===== src/rtl/lpm_pkg.sv =====
package lpm_pkg;
  typedef enum logic [2:0] {
    S_RUN, S_IDLE, S_PD_SLEEP, S_PD_OSC, S_PD_STAB, S_PD_ARMED
  } lpm_state_e;

  typedef enum logic [1:0] {
    M_RUN  = 2'd0,
    M_IDLE = 2'd1,
    M_PD   = 2'd2
  } lpm_mode_e;

  localparam int unsigned PCON_IDLE_BIT = 0;
  localparam int unsigned PCON_PD_BIT   = 1;
endpackage


===== src/rtl/lpm_clk_div.sv =====
module lpm_clk_div (
  input  logic clk_i,
  input  logic rst_ni,
  output logic tick_o
);
  logic half_q;

  always_ff @(posedge clk_i or negedge rst_ni) begin
    if (!rst_ni) half_q <= 1'b0;
    else         half_q <= ~half_q;
  end

  assign tick_o = half_q;
endmodule


===== src/rtl/lpm_pcon.sv =====
module lpm_pcon
  import lpm_pkg::*;
(
  input  logic       clk_i,
  input  logic       rst_ni,
  input  logic       we_i,
  input  logic [1:0] wdata_i,
  input  logic       wdt_run_i,
  input  logic       clr_i,
  output logic [1:0] q_o
);
  logic [1:0] q_q, q_d;

  always_comb begin
    q_d = q_q;
    if (clr_i) begin
      q_d = '0;
    end else if (we_i) begin
      q_d = '0;
      if (wdata_i[PCON_PD_BIT] && !wdt_run_i) q_d[PCON_PD_BIT] = 1'b1;
      else                                    q_d[PCON_IDLE_BIT] = wdata_i[PCON_IDLE_BIT];
    end
  end

  always_ff @(posedge clk_i or negedge rst_ni) begin
    if (!rst_ni) q_q <= '0;
    else         q_q <= q_d;
  end

  assign q_o = q_q;


  wdt_block_chk: assert property (@(posedge clk_i) disable iff (!rst_ni)
    (we_i && wdt_run_i && !clr_i) |=> !q_q[PCON_PD_BIT]);


  pd_prio_chk: assert property (@(posedge clk_i) disable iff (!rst_ni)
    (we_i && !wdt_run_i && !clr_i && wdata_i == 2'b11) |=> q_q == 2'b10);
endmodule


===== src/rtl/lpm_fsm.sv =====
module lpm_fsm
  import lpm_pkg::*;
#(
  parameter int unsigned CW = 8
) (
  input  logic          clk_i,
  input  logic          rst_ni,
  input  logic          tick_i,
  input  logic [1:0]    pcon_i,
  input  logic          irq_any_i,
  input  logic          pin_wake_i,
  input  logic          osc_ready_i,
  input  logic [CW-1:0] wake_cnt_i,
  output logic          exit_o,
  output logic          wake_vec_o,
  output logic          cpu_clk_en_o,
  output logic          per_clk_en_o,
  output logic          osc_en_o,
  output lpm_mode_e     mode_o
);
  lpm_state_e    st_q, st_d;
  logic [CW-1:0] cnt_q, cnt_d;
  logic          rdy_seen_q, vec_q, exit_w, cnt_done;

  assign cnt_done = (cnt_q >= wake_cnt_i);

  always_comb begin
    st_d   = st_q;
    cnt_d  = cnt_q;
    exit_w = 1'b0;
    unique case (st_q)
      S_RUN: begin
        if (pcon_i[PCON_PD_BIT])        st_d = S_PD_SLEEP;
        else if (pcon_i[PCON_IDLE_BIT]) st_d = S_IDLE;
      end
      S_IDLE: if (irq_any_i) begin
        st_d   = S_RUN;
        exit_w = 1'b1;
      end
      S_PD_SLEEP: if (pin_wake_i) st_d = S_PD_OSC;
      S_PD_OSC: begin
        if (!pin_wake_i) st_d = S_PD_SLEEP;
        else if (rdy_seen_q) begin
          st_d  = S_PD_STAB;
          cnt_d = '0;
        end
      end
      S_PD_STAB: begin
        if (cnt_done) begin
          if (pin_wake_i) st_d = S_PD_ARMED;
          else begin
            st_d   = S_RUN;
            exit_w = 1'b1;
          end
        end else begin
          cnt_d = cnt_q + 1'b1;
        end
      end
      S_PD_ARMED: if (!pin_wake_i) begin
        st_d   = S_RUN;
        exit_w = 1'b1;
      end
      default: st_d = S_RUN;
    endcase
  end

  always_ff @(posedge clk_i or negedge rst_ni) begin
    if (!rst_ni) begin
      st_q       <= S_RUN;
      cnt_q      <= '0;
      rdy_seen_q <= 1'b0;
      vec_q      <= 1'b0;
    end else begin
      if (tick_i) begin
        st_q  <= st_d;
        cnt_q <= cnt_d;
      end
      // ready pulse may land between strobes
      rdy_seen_q <= (st_q == S_PD_OSC) && (rdy_seen_q || osc_ready_i);
      vec_q      <= tick_i && exit_w;
    end
  end

  assign exit_o       = tick_i && exit_w;
  assign wake_vec_o   = vec_q;
  assign cpu_clk_en_o = (st_q == S_RUN);
  assign per_clk_en_o = (st_q == S_RUN) || (st_q == S_IDLE);
  assign osc_en_o     = (st_q != S_PD_SLEEP);

  always_comb begin
    unique case (st_q)
      S_RUN:   mode_o = M_RUN;
      S_IDLE:  mode_o = M_IDLE;
      default: mode_o = M_PD;
    endcase
  end


  idle_hold_chk: assert property (@(posedge clk_i) disable iff (!rst_ni)
    (st_q == S_IDLE && !irq_any_i) |=> st_q == S_IDLE);


  sleep_hold_chk: assert property (@(posedge clk_i) disable iff (!rst_ni)
    (st_q == S_PD_SLEEP && !pin_wake_i) |=> st_q == S_PD_SLEEP);


  vec_pulse_chk: assert property (@(posedge clk_i) disable iff (!rst_ni)
    vec_q |=> !vec_q);
endmodule


===== src/rtl/lpm_pin_mux.sv =====
module lpm_pin_mux
  import lpm_pkg::*;
(
  input  lpm_mode_e mode_i,
  input  logic      ext_prog_i,
  input  logic      cpu_ale_i,
  input  logic      cpu_psen_i,
  input  logic      cpu_p0_oe_i,
  input  logic      cpu_p2_addr_i,
  output logic      ale_o,
  output logic      psen_o,
  output logic      p0_oe_o,
  output logic      p2_addr_sel_o
);
  always_comb begin
    unique case (mode_i)
      M_IDLE: begin
        ale_o         = 1'b1;
        psen_o        = 1'b1;
        p0_oe_o       = ~ext_prog_i;
        p2_addr_sel_o = ext_prog_i;
      end
      M_PD: begin
        ale_o         = 1'b0;
        psen_o        = 1'b0;
        p0_oe_o       = ~ext_prog_i;
        p2_addr_sel_o = 1'b0;
      end
      default: begin
        ale_o         = cpu_ale_i;
        psen_o        = cpu_psen_i;
        p0_oe_o       = cpu_p0_oe_i;
        p2_addr_sel_o = cpu_p2_addr_i;
      end
    endcase
  end
endmodule


===== src/rtl/lpm_ctrl.sv =====
module lpm_ctrl
  import lpm_pkg::*;
#(
  parameter int unsigned NIRQ = 5,
  parameter int unsigned NEXT = 2,
  parameter int unsigned CW   = 8
) (
  input  logic            clk_i,
  input  logic            rst_ni,
  input  logic            pcon_we_i,
  input  logic [1:0]      pcon_wdata_i,
  output logic [1:0]      pcon_o,
  input  logic            wdt_run_i,
  input  logic [NIRQ-1:0] irq_pend_i,
  input  logic [NIRQ-1:0] irq_en_i,
  input  logic [NEXT-1:0] ext_int_ni,
  input  logic [NEXT-1:0] ext_en_i,
  input  logic [NEXT-1:0] ext_level_i,
  input  logic            osc_ready_i,
  input  logic [CW-1:0]   wake_cnt_i,
  input  logic            ext_prog_i,
  input  logic            cpu_ale_i,
  input  logic            cpu_psen_i,
  input  logic            cpu_p0_oe_i,
  input  logic            cpu_p2_addr_i,
  output logic            cpu_clk_en_o,
  output logic            per_clk_en_o,
  output logic            osc_en_o,
  output logic            wake_vec_o,
  output logic [1:0]      mode_o,
  output logic            ale_o,
  output logic            psen_o,
  output logic            p0_oe_o,
  output logic            p2_addr_sel_o
);
  logic            tick, exit_w, irq_any, pin_wake;
  logic [NEXT-1:0] pin_qual;
  logic [1:0]      pcon_q;
  lpm_mode_e       mode;

  assign irq_any = |(irq_pend_i & irq_en_i);

  for (genvar k = 0; k < NEXT; k++) begin : g_pin
    assign pin_qual[k] = ~ext_int_ni[k] & ext_en_i[k] & ext_level_i[k];
  end
  assign pin_wake = |pin_qual;

  lpm_clk_div u_div (.clk_i, .rst_ni, .tick_o(tick));

  lpm_pcon u_pcon (
    .clk_i, .rst_ni,
    .we_i     (pcon_we_i && cpu_clk_en_o),
    .wdata_i  (pcon_wdata_i),
    .wdt_run_i,
    .clr_i    (exit_w),
    .q_o      (pcon_q)
  );

  lpm_fsm #(.CW(CW)) u_fsm (
    .clk_i, .rst_ni,
    .tick_i      (tick),
    .pcon_i      (pcon_q),
    .irq_any_i   (irq_any),
    .pin_wake_i  (pin_wake),
    .osc_ready_i,
    .wake_cnt_i,
    .exit_o      (exit_w),
    .wake_vec_o,
    .cpu_clk_en_o,
    .per_clk_en_o,
    .osc_en_o,
    .mode_o      (mode)
  );

  lpm_pin_mux u_mux (
    .mode_i (mode),
    .ext_prog_i, .cpu_ale_i, .cpu_psen_i, .cpu_p0_oe_i, .cpu_p2_addr_i,
    .ale_o, .psen_o, .p0_oe_o, .p2_addr_sel_o
  );

  assign pcon_o = pcon_q;
  assign mode_o = mode;


  osc_off_pins_chk: assert property (@(posedge clk_i) disable iff (!rst_ni)
    !osc_en_o |-> (!cpu_clk_en_o && !per_clk_en_o && !ale_o && !psen_o));


  idle_pins_chk: assert property (@(posedge clk_i) disable iff (!rst_ni)
    (mode_o == 2'd1) |-> (ale_o && psen_o && per_clk_en_o));
endmodule


===== config.mk =====
export PLATFORM = sky130hd
export DESIGN_NAME = lpm_ctrl
export DESIGN_NICKNAME = d
export VERILOG_FILES = /design/src/rtl/lpm_pkg.sv /design/src/rtl/lpm_clk_div.sv /design/src/rtl/lpm_pcon.sv /design/src/rtl/lpm_fsm.sv /design/src/rtl/lpm_pin_mux.sv /design/src/rtl/lpm_ctrl.sv
export SDC_FILE = /design/constraint.sdc
export NUM_CORES = 1
export LEC_CHECK = 0
export BUFFER_PORTS_ARGS = -buffer_cell sky130_fd_sc_hd__buf_2
export CAP_MARGIN = 10
export CORE_MARGIN = 8
export CORE_UTILIZATION = 47
export DETAILED_ROUTE_END_ITERATION = 16
export GPL_ROUTABILITY_DRIVEN = 0
export MAX_ROUTING_LAYER = met4
export PLACE_DENSITY_LB_ADDON = 0.08
export SYNTH_ARGS = -nofsm -noshare
export SYNTH_HDL_FRONTEND = slang
export SYNTH_SLANG_ARGS = --single-unit

===== constraint.sdc =====
create_clock -name clk_i -period 2.67 [get_ports clk_i]
set_clock_uncertainty 0.2 [all_clocks]
set_input_delay 0.267 -clock clk_i [delete_from_list [all_inputs] [get_ports clk_i]]
set_output_delay 0.267 -clock clk_i [all_outputs]
set_load 0.05 [all_outputs]

**Word-level counts from Yosys, hierarchy flattened**

Cells that the tools add are included.

- Register bits: 16
- Latch bits: 0
- Memory bits (writable): 0
- Bits in read-only memories: 0
- Bits of input ports: 36
- Memories: 0

- Add/sub/neg operators: 1
- Multiply operators: 0
- Divide/modulo/power cells: 0
- $lt $le $gt $ge: 1
- Equality and inequality tests: 17
- Shifts and indexed selects: 0
- Multiplexer cells: 27
- Bitwise logic cells: 9
- Reductions and logical operators: 15

Operators with widths:

| kind | number |
|---|---|
| $mux 3 | 9 |
| $mux 8 | 3 |
| $pmux 3 s6 | 1 |
| $pmux 8 s2 | 1 |
| $add 8x1->8 const B | 1 |
| $ge 8x8->1 | 1 |
| $ne 2x1->1 const B | 4 |
| $reduce_and 7->1 | 1 |
| $eq 3x2->1 const B | 2 |
| $eq 3x3->1 const B | 2 |
| $mux 1 | 6 |
| $ne 2x2->1 const B | 3 |
| $pmux 1 s2 | 3 |
| $and 5x5->5 | 1 |
| $reduce_and 5->1 | 1 |
| $reduce_or 5->1 | 1 |
| $and 1x1->1 | 4 |
| $logic_and 1x1->1 | 4 |
| $mux 2 | 2 |
| $not 1->1 | 4 |
| $pmux 2 s2 | 1 |
| $reduce_bool 2->1 | 2 |
| $reduce_or 2->1 | 2 |
| $eq 3x1->1 const B | 1 |
| other kinds (9) | 10 |

**Longest topological paths before layout**

- Depth after elaboration: 9
- Mapped depth: 7
- Gate-level depth less buffers: 7

**Hierarchy**

A second synthesis with hierarchy kept.

- Cells, all modules: 139
- Area total of the unflattened synthesis: 1286.2 µm²

By module, submodules not included:

| module | times used | cells an instance | area each (µm²) |
|---|---|---|---|
| lpm_fsm | 1 | 110 | 1052.3 |
| lpm_pcon | 1 | 9 | 91.3 |
| lpm_pin_mux | 1 | 11 | 72.6 |
| lpm_ctrl | 1 | 7 | 41.3 |
| lpm_clk_div | 1 | 2 | 28.8 |

**Worst setup path after synthesis**

Ideal clock, no wire load.

- Path kind: register -> output
- From: register u_fsm.st_q[0]
- To: output port p0_oe_o
- Arrival: 2.715 ns
- Data required time: 2.203 ns
- Path slack: -0.512 ns
- Stages on the path, launching flop included: 3
- Path buffers: 0
- Cells stage by stage: dfrtp_1 -> nor3_1 -> o21ai_0

- Word-level cells in the longest chain between the ends: 5
- Elaborated cells on any way between the ends: 7
- Classes of those cells: 3 x eq/ne; 2 x mux; 2 x reduce/logical

Ends and longest elaborated chain:

| element | line | text |
|---|---|---|
| from (decl) | lpm_fsm.sv:21 | `lpm_state_e st_q, st_d;` |
| from (signal assigned) | lpm_fsm.sv:75 | `st_q <= st_d;` |
| $logic_not 3->1 * | - |  |
| via cpu_clk_en_o | lpm_ctrl.sv:26 | `output logic cpu_clk_en_o,` |
| $pmux 2 s2 * | lpm_fsm.sv:91 | `unique case (st_q)` |
| $eq 2x1->1 / $eq 2x2->1 (equally long branches) | lpm_pin_mux.sv:16 | `unique case (mode_i)` |
| $reduce_or 2->1 (no line) * | - |  |
| $mux 1 * | - |  |
| to (decl) | lpm_ctrl.sv:33 | `output logic p0_oe_o,` |

The timed path passes the listed nets; every way through them passes the cells marked *.

**Worst setup path after layout**

- From: register u_fsm.cnt_q[0]
- To: register u_fsm.cnt_q[6]

- Word-level cells in the longest chain between the ends: 3
- Elaborated cells on any way between the ends: 6
- Classes of those cells: 1 x add/sub; 1 x order compare; 1 x eq/ne; 2 x mux; 1 x reduce/logical

Ends and longest elaborated chain:

| element | line | text |
|---|---|---|
| from (decl) | lpm_fsm.sv:22 | `logic [CW-1:0] cnt_q, cnt_d;` |
| from (signal assigned) | lpm_fsm.sv:76 | `cnt_q <= cnt_d;` |
| $add 8x1->8 / $ge 8x8->1 (equally long branches) | lpm_fsm.sv:56, lpm_fsm.sv:25 |  |
| $mux 8 / $ne 2x2->1 (equally long branches) | - |  |
| $pmux 8 s2 / $reduce_and 5->1 (equally long branches) | - |  |

Several ways; a longest one is shown, not always the timed one. The select of a mux whose other input is x is not followed.
A chain may end at the register's enable or synchronous reset.

==> metrics.md <==
| Metric | Value |
|---|---|
| Final core occ | between 60 and 70% |
| Post-synth EDFFs | 0 |
| Io pins | 48 |
| Yosys cell types | 38 |
| Synth top area share | 32.69% |
| Setup_tns | 0 ps |
| GRT Total Usage | 16.12% |
| DP HPWL | 2796 µm |
| Antenna Cells | 0 |
| Die height | 67.05 µm |
| RSZ-0062 raised after global routing | no |
| Top-count cell post-synth | nand2_1 |
| Hold_buf cts | 1 |
| Worst-case clock buffer depth | 2 |
| Post-CTS setup buffer count | 0 |
| Share of cells above drive strength 1 | between 30% and 40% |
| Grt ovf | 0 |
| Worst-Skew Late Latency | between 200 and 300 ps |
| Synth top area cells | dfrtp_1 (33%), ha_1 (9.2%), nand2_1 (6.4%) |
| Peak VDD IR | 0.6553 mV |
| CP Capture Type | register |
| Core Area | about 2500 µm² |
| Top post-synthesis cells by count | nand2_1 (21), nor2_1 (17), dfrtp_1 (16), inv_1 (15), a21oi_1 (11) |
| CTS Buf Count | 3 |
| CTS sink count | 16 |
| CTS H-Tree Depth | 1 |
| Post-Place Cells | 228 |
| Slew HR | between 60% and 70% |
| Synth Register Bits | 16 |
| Num rows | 18 |
| Nets@finish | between 200 and 250 |
| Post-Route WL | 3437 µm |
| Die Footprint | 4496 µm² |
| Max cap viols | 0 |
| Pin count of the biggest net entering global routing | 17 |
| Initial drt markers | 76 |
| Setup violators final | 0 |
| ANT nets after route | 0 |
| Hold Crit Class | primary input to register |
| Initial core utilization | 49.44% |
| Slew @ Worst Pin | just under 600 ps |
| Most used DFF post-synth | dfrtp_1 |
| Synth area leader | dfrtp_1 |
| Largest fanout on the critical path | 7 |
| IO Port Bufs | 47 |
| Syn Area/Cell | 8.006 µm² |
| Arrival @ worst endpoint | between 2000 and 2500 ps |
| Drt wl/cell | 14.75 µm |
| Max-slew violation count | 0 |
| Initial antenna violation count | 0 |
| Post-Syn Area | 1225 µm² |
| CTS tree | built |
| First-pass GRT wire length | 5630 µm |
| Tmin final | between 2000 and 2500 ps |
| Data required time at the worst endpoint | approximately 2700 ps |
| Post-synth ARST share | 100.0% |
| Seq/Total Area, Yosys | 32.69% |
| Synth warnings | 0 |
| # DRC | 0 |
| WS Path Type | register to register |
| Status | finished, final reports clean |
| CP startpoint kind | register |
| Clk root buf | clkbuf_4 |
| P_leak | ~0.82 nW |
| PwrDens | 959.0 nW/µm² |
| CTS resizes | 0 |
| Die W | ~67 µm |
| Final Non-Filler Cells | 233 |
| Filler cell count | 231 |
| TritonRoute pass-1 iters | 4 |
| Area grow syn2layout | 26.97% |
| Mapped Cells | 153 |
| Via density | 5.661 |
| Synthesized Nets | 198 |
| Final hold vios | 0 |
| Fin crit share | 91.73% |
| Vias in the first global route | 1212 |
| Clk pin slew, worst setup/hold paths | ~100 ps |
| Fmax | 408.3 MHz |
| Via Count | 1319 |
==> placed cells by master, fill, tap and decap left out, types with 2 or more instances in the layout <==
cell      synthesis  routed
inv_1            15      15
a21oi_1          11      11
nor3_1            5       4
clkbuf_4          0       3
nor4b_1           2       2
mux2i_1           2       2
dfrtp_1          16      16
nand4_1           4       4
nor2_1           17      15
a311oi_1          2       2
and3_1            2       2
a211o_1           3       3
buf_2             3      47
nand3_1           4       4
a21o_1            2       2
nand2_1          21      21
o21ai_0           8       8
o211ai_1          2       2
buf_4             0       2
mux2_2            3       3
ha_1              9       9
a22oi_1           2       2
nand3b_1          2       2
nor2_2            0       2
==> logic make-up (layout without fill, tap and decap cells) <==
kind of cell	after synthesis	count (layout)	synth area share [%]
AND/OR/NAND/NOR	66	66	26.97
flip-flops	16	16	32.69
buffers and inverters	19	69	6.128
AO/OA/AOI/OAI	38	38	20.63
multiplexers	5	5	4.392
adder cells (fa/ha/maj)	9	9	9.193
==> final cells by class <==
cell class                 count  area, µm²  area share (%)
multi-input combinational    118      764.5           49.16
sequential                    16      400.4           25.74
timing repair buffer          50      260.3           16.73
inverter                      15      56.30           3.620
tap                           30      37.54           2.414
clock buffer                   4      36.28           2.333
==> layer usage <==
layer / vias up / global-route usage [%] / part of all wire [%]
met4: 0 / 3.394 / 1.0
met2: 51 / 25.09 / 49
met1: 613 / 20.18 / 42
met3: 4 / 4.698 / 7.5
met5: - / - / 0
li1: 651 / - / -
==> critical path, cell delays in order, from the launching register on <==
cell and delay (ps):
dfrtp_1 400, inv_1 70, ha_1 260, nand2b_4 130
a2111o_1 450, a21o_1 250, or4_1 530, nand3_1 90
==> sequential cells by signal, indices dropped and copies added (netlist names) <==
name / flops
u_fsm.cnt_q: 8
u_fsm.st_q: 3
u_pcon.q_o: 2
u_div.tick_o: 1
u_fsm.rdy_seen_q: 1
u_fsm.wake_vec_o: 1
==> stage by stage <==
stage	area, µm²	hold WS [ps]	power [mW]	setup WS (ps)
6_report	1555	28.98	1.491	220.9
5_1_grt	1555	35.15	1.614	90.10
4_1_cts	1555	24.57	1.499	215.2
3_5_place_dp	1509	3.290	1.335	247.2
3_3_place_gp	1509	1.060	1.302	301.9
2_1_floorplan	1240	-228.6	1.106	30.35
==> worst paths after layout <==
path                       slack, ps            from  cells after the start          endpoint
max                              220  u_fsm.cnt_q[0]                      7    u_fsm.cnt_q[6]
max in group asynchronous       1780          rst_ni                      2    u_fsm.cnt_q[7]
min in group asynchronous        200          rst_ni                      2    u_fsm.cnt_q[0]
max reg2reg                      220  u_fsm.cnt_q[0]                      7    u_fsm.cnt_q[6]
min reg2reg                      360   u_pcon.q_o[0]                      2     u_pcon.q_o[0]
min                               30     osc_ready_i                      3  u_fsm.rdy_seen_q
==> where the power goes <==
group	internal, mW	switching (mW)
combinational	0.302	0.573
clock	0.0830	0.0758
sequential	0.331	0.127
total	0.716	0.776
No activity file was read; power rests on OpenSTA's default activity.
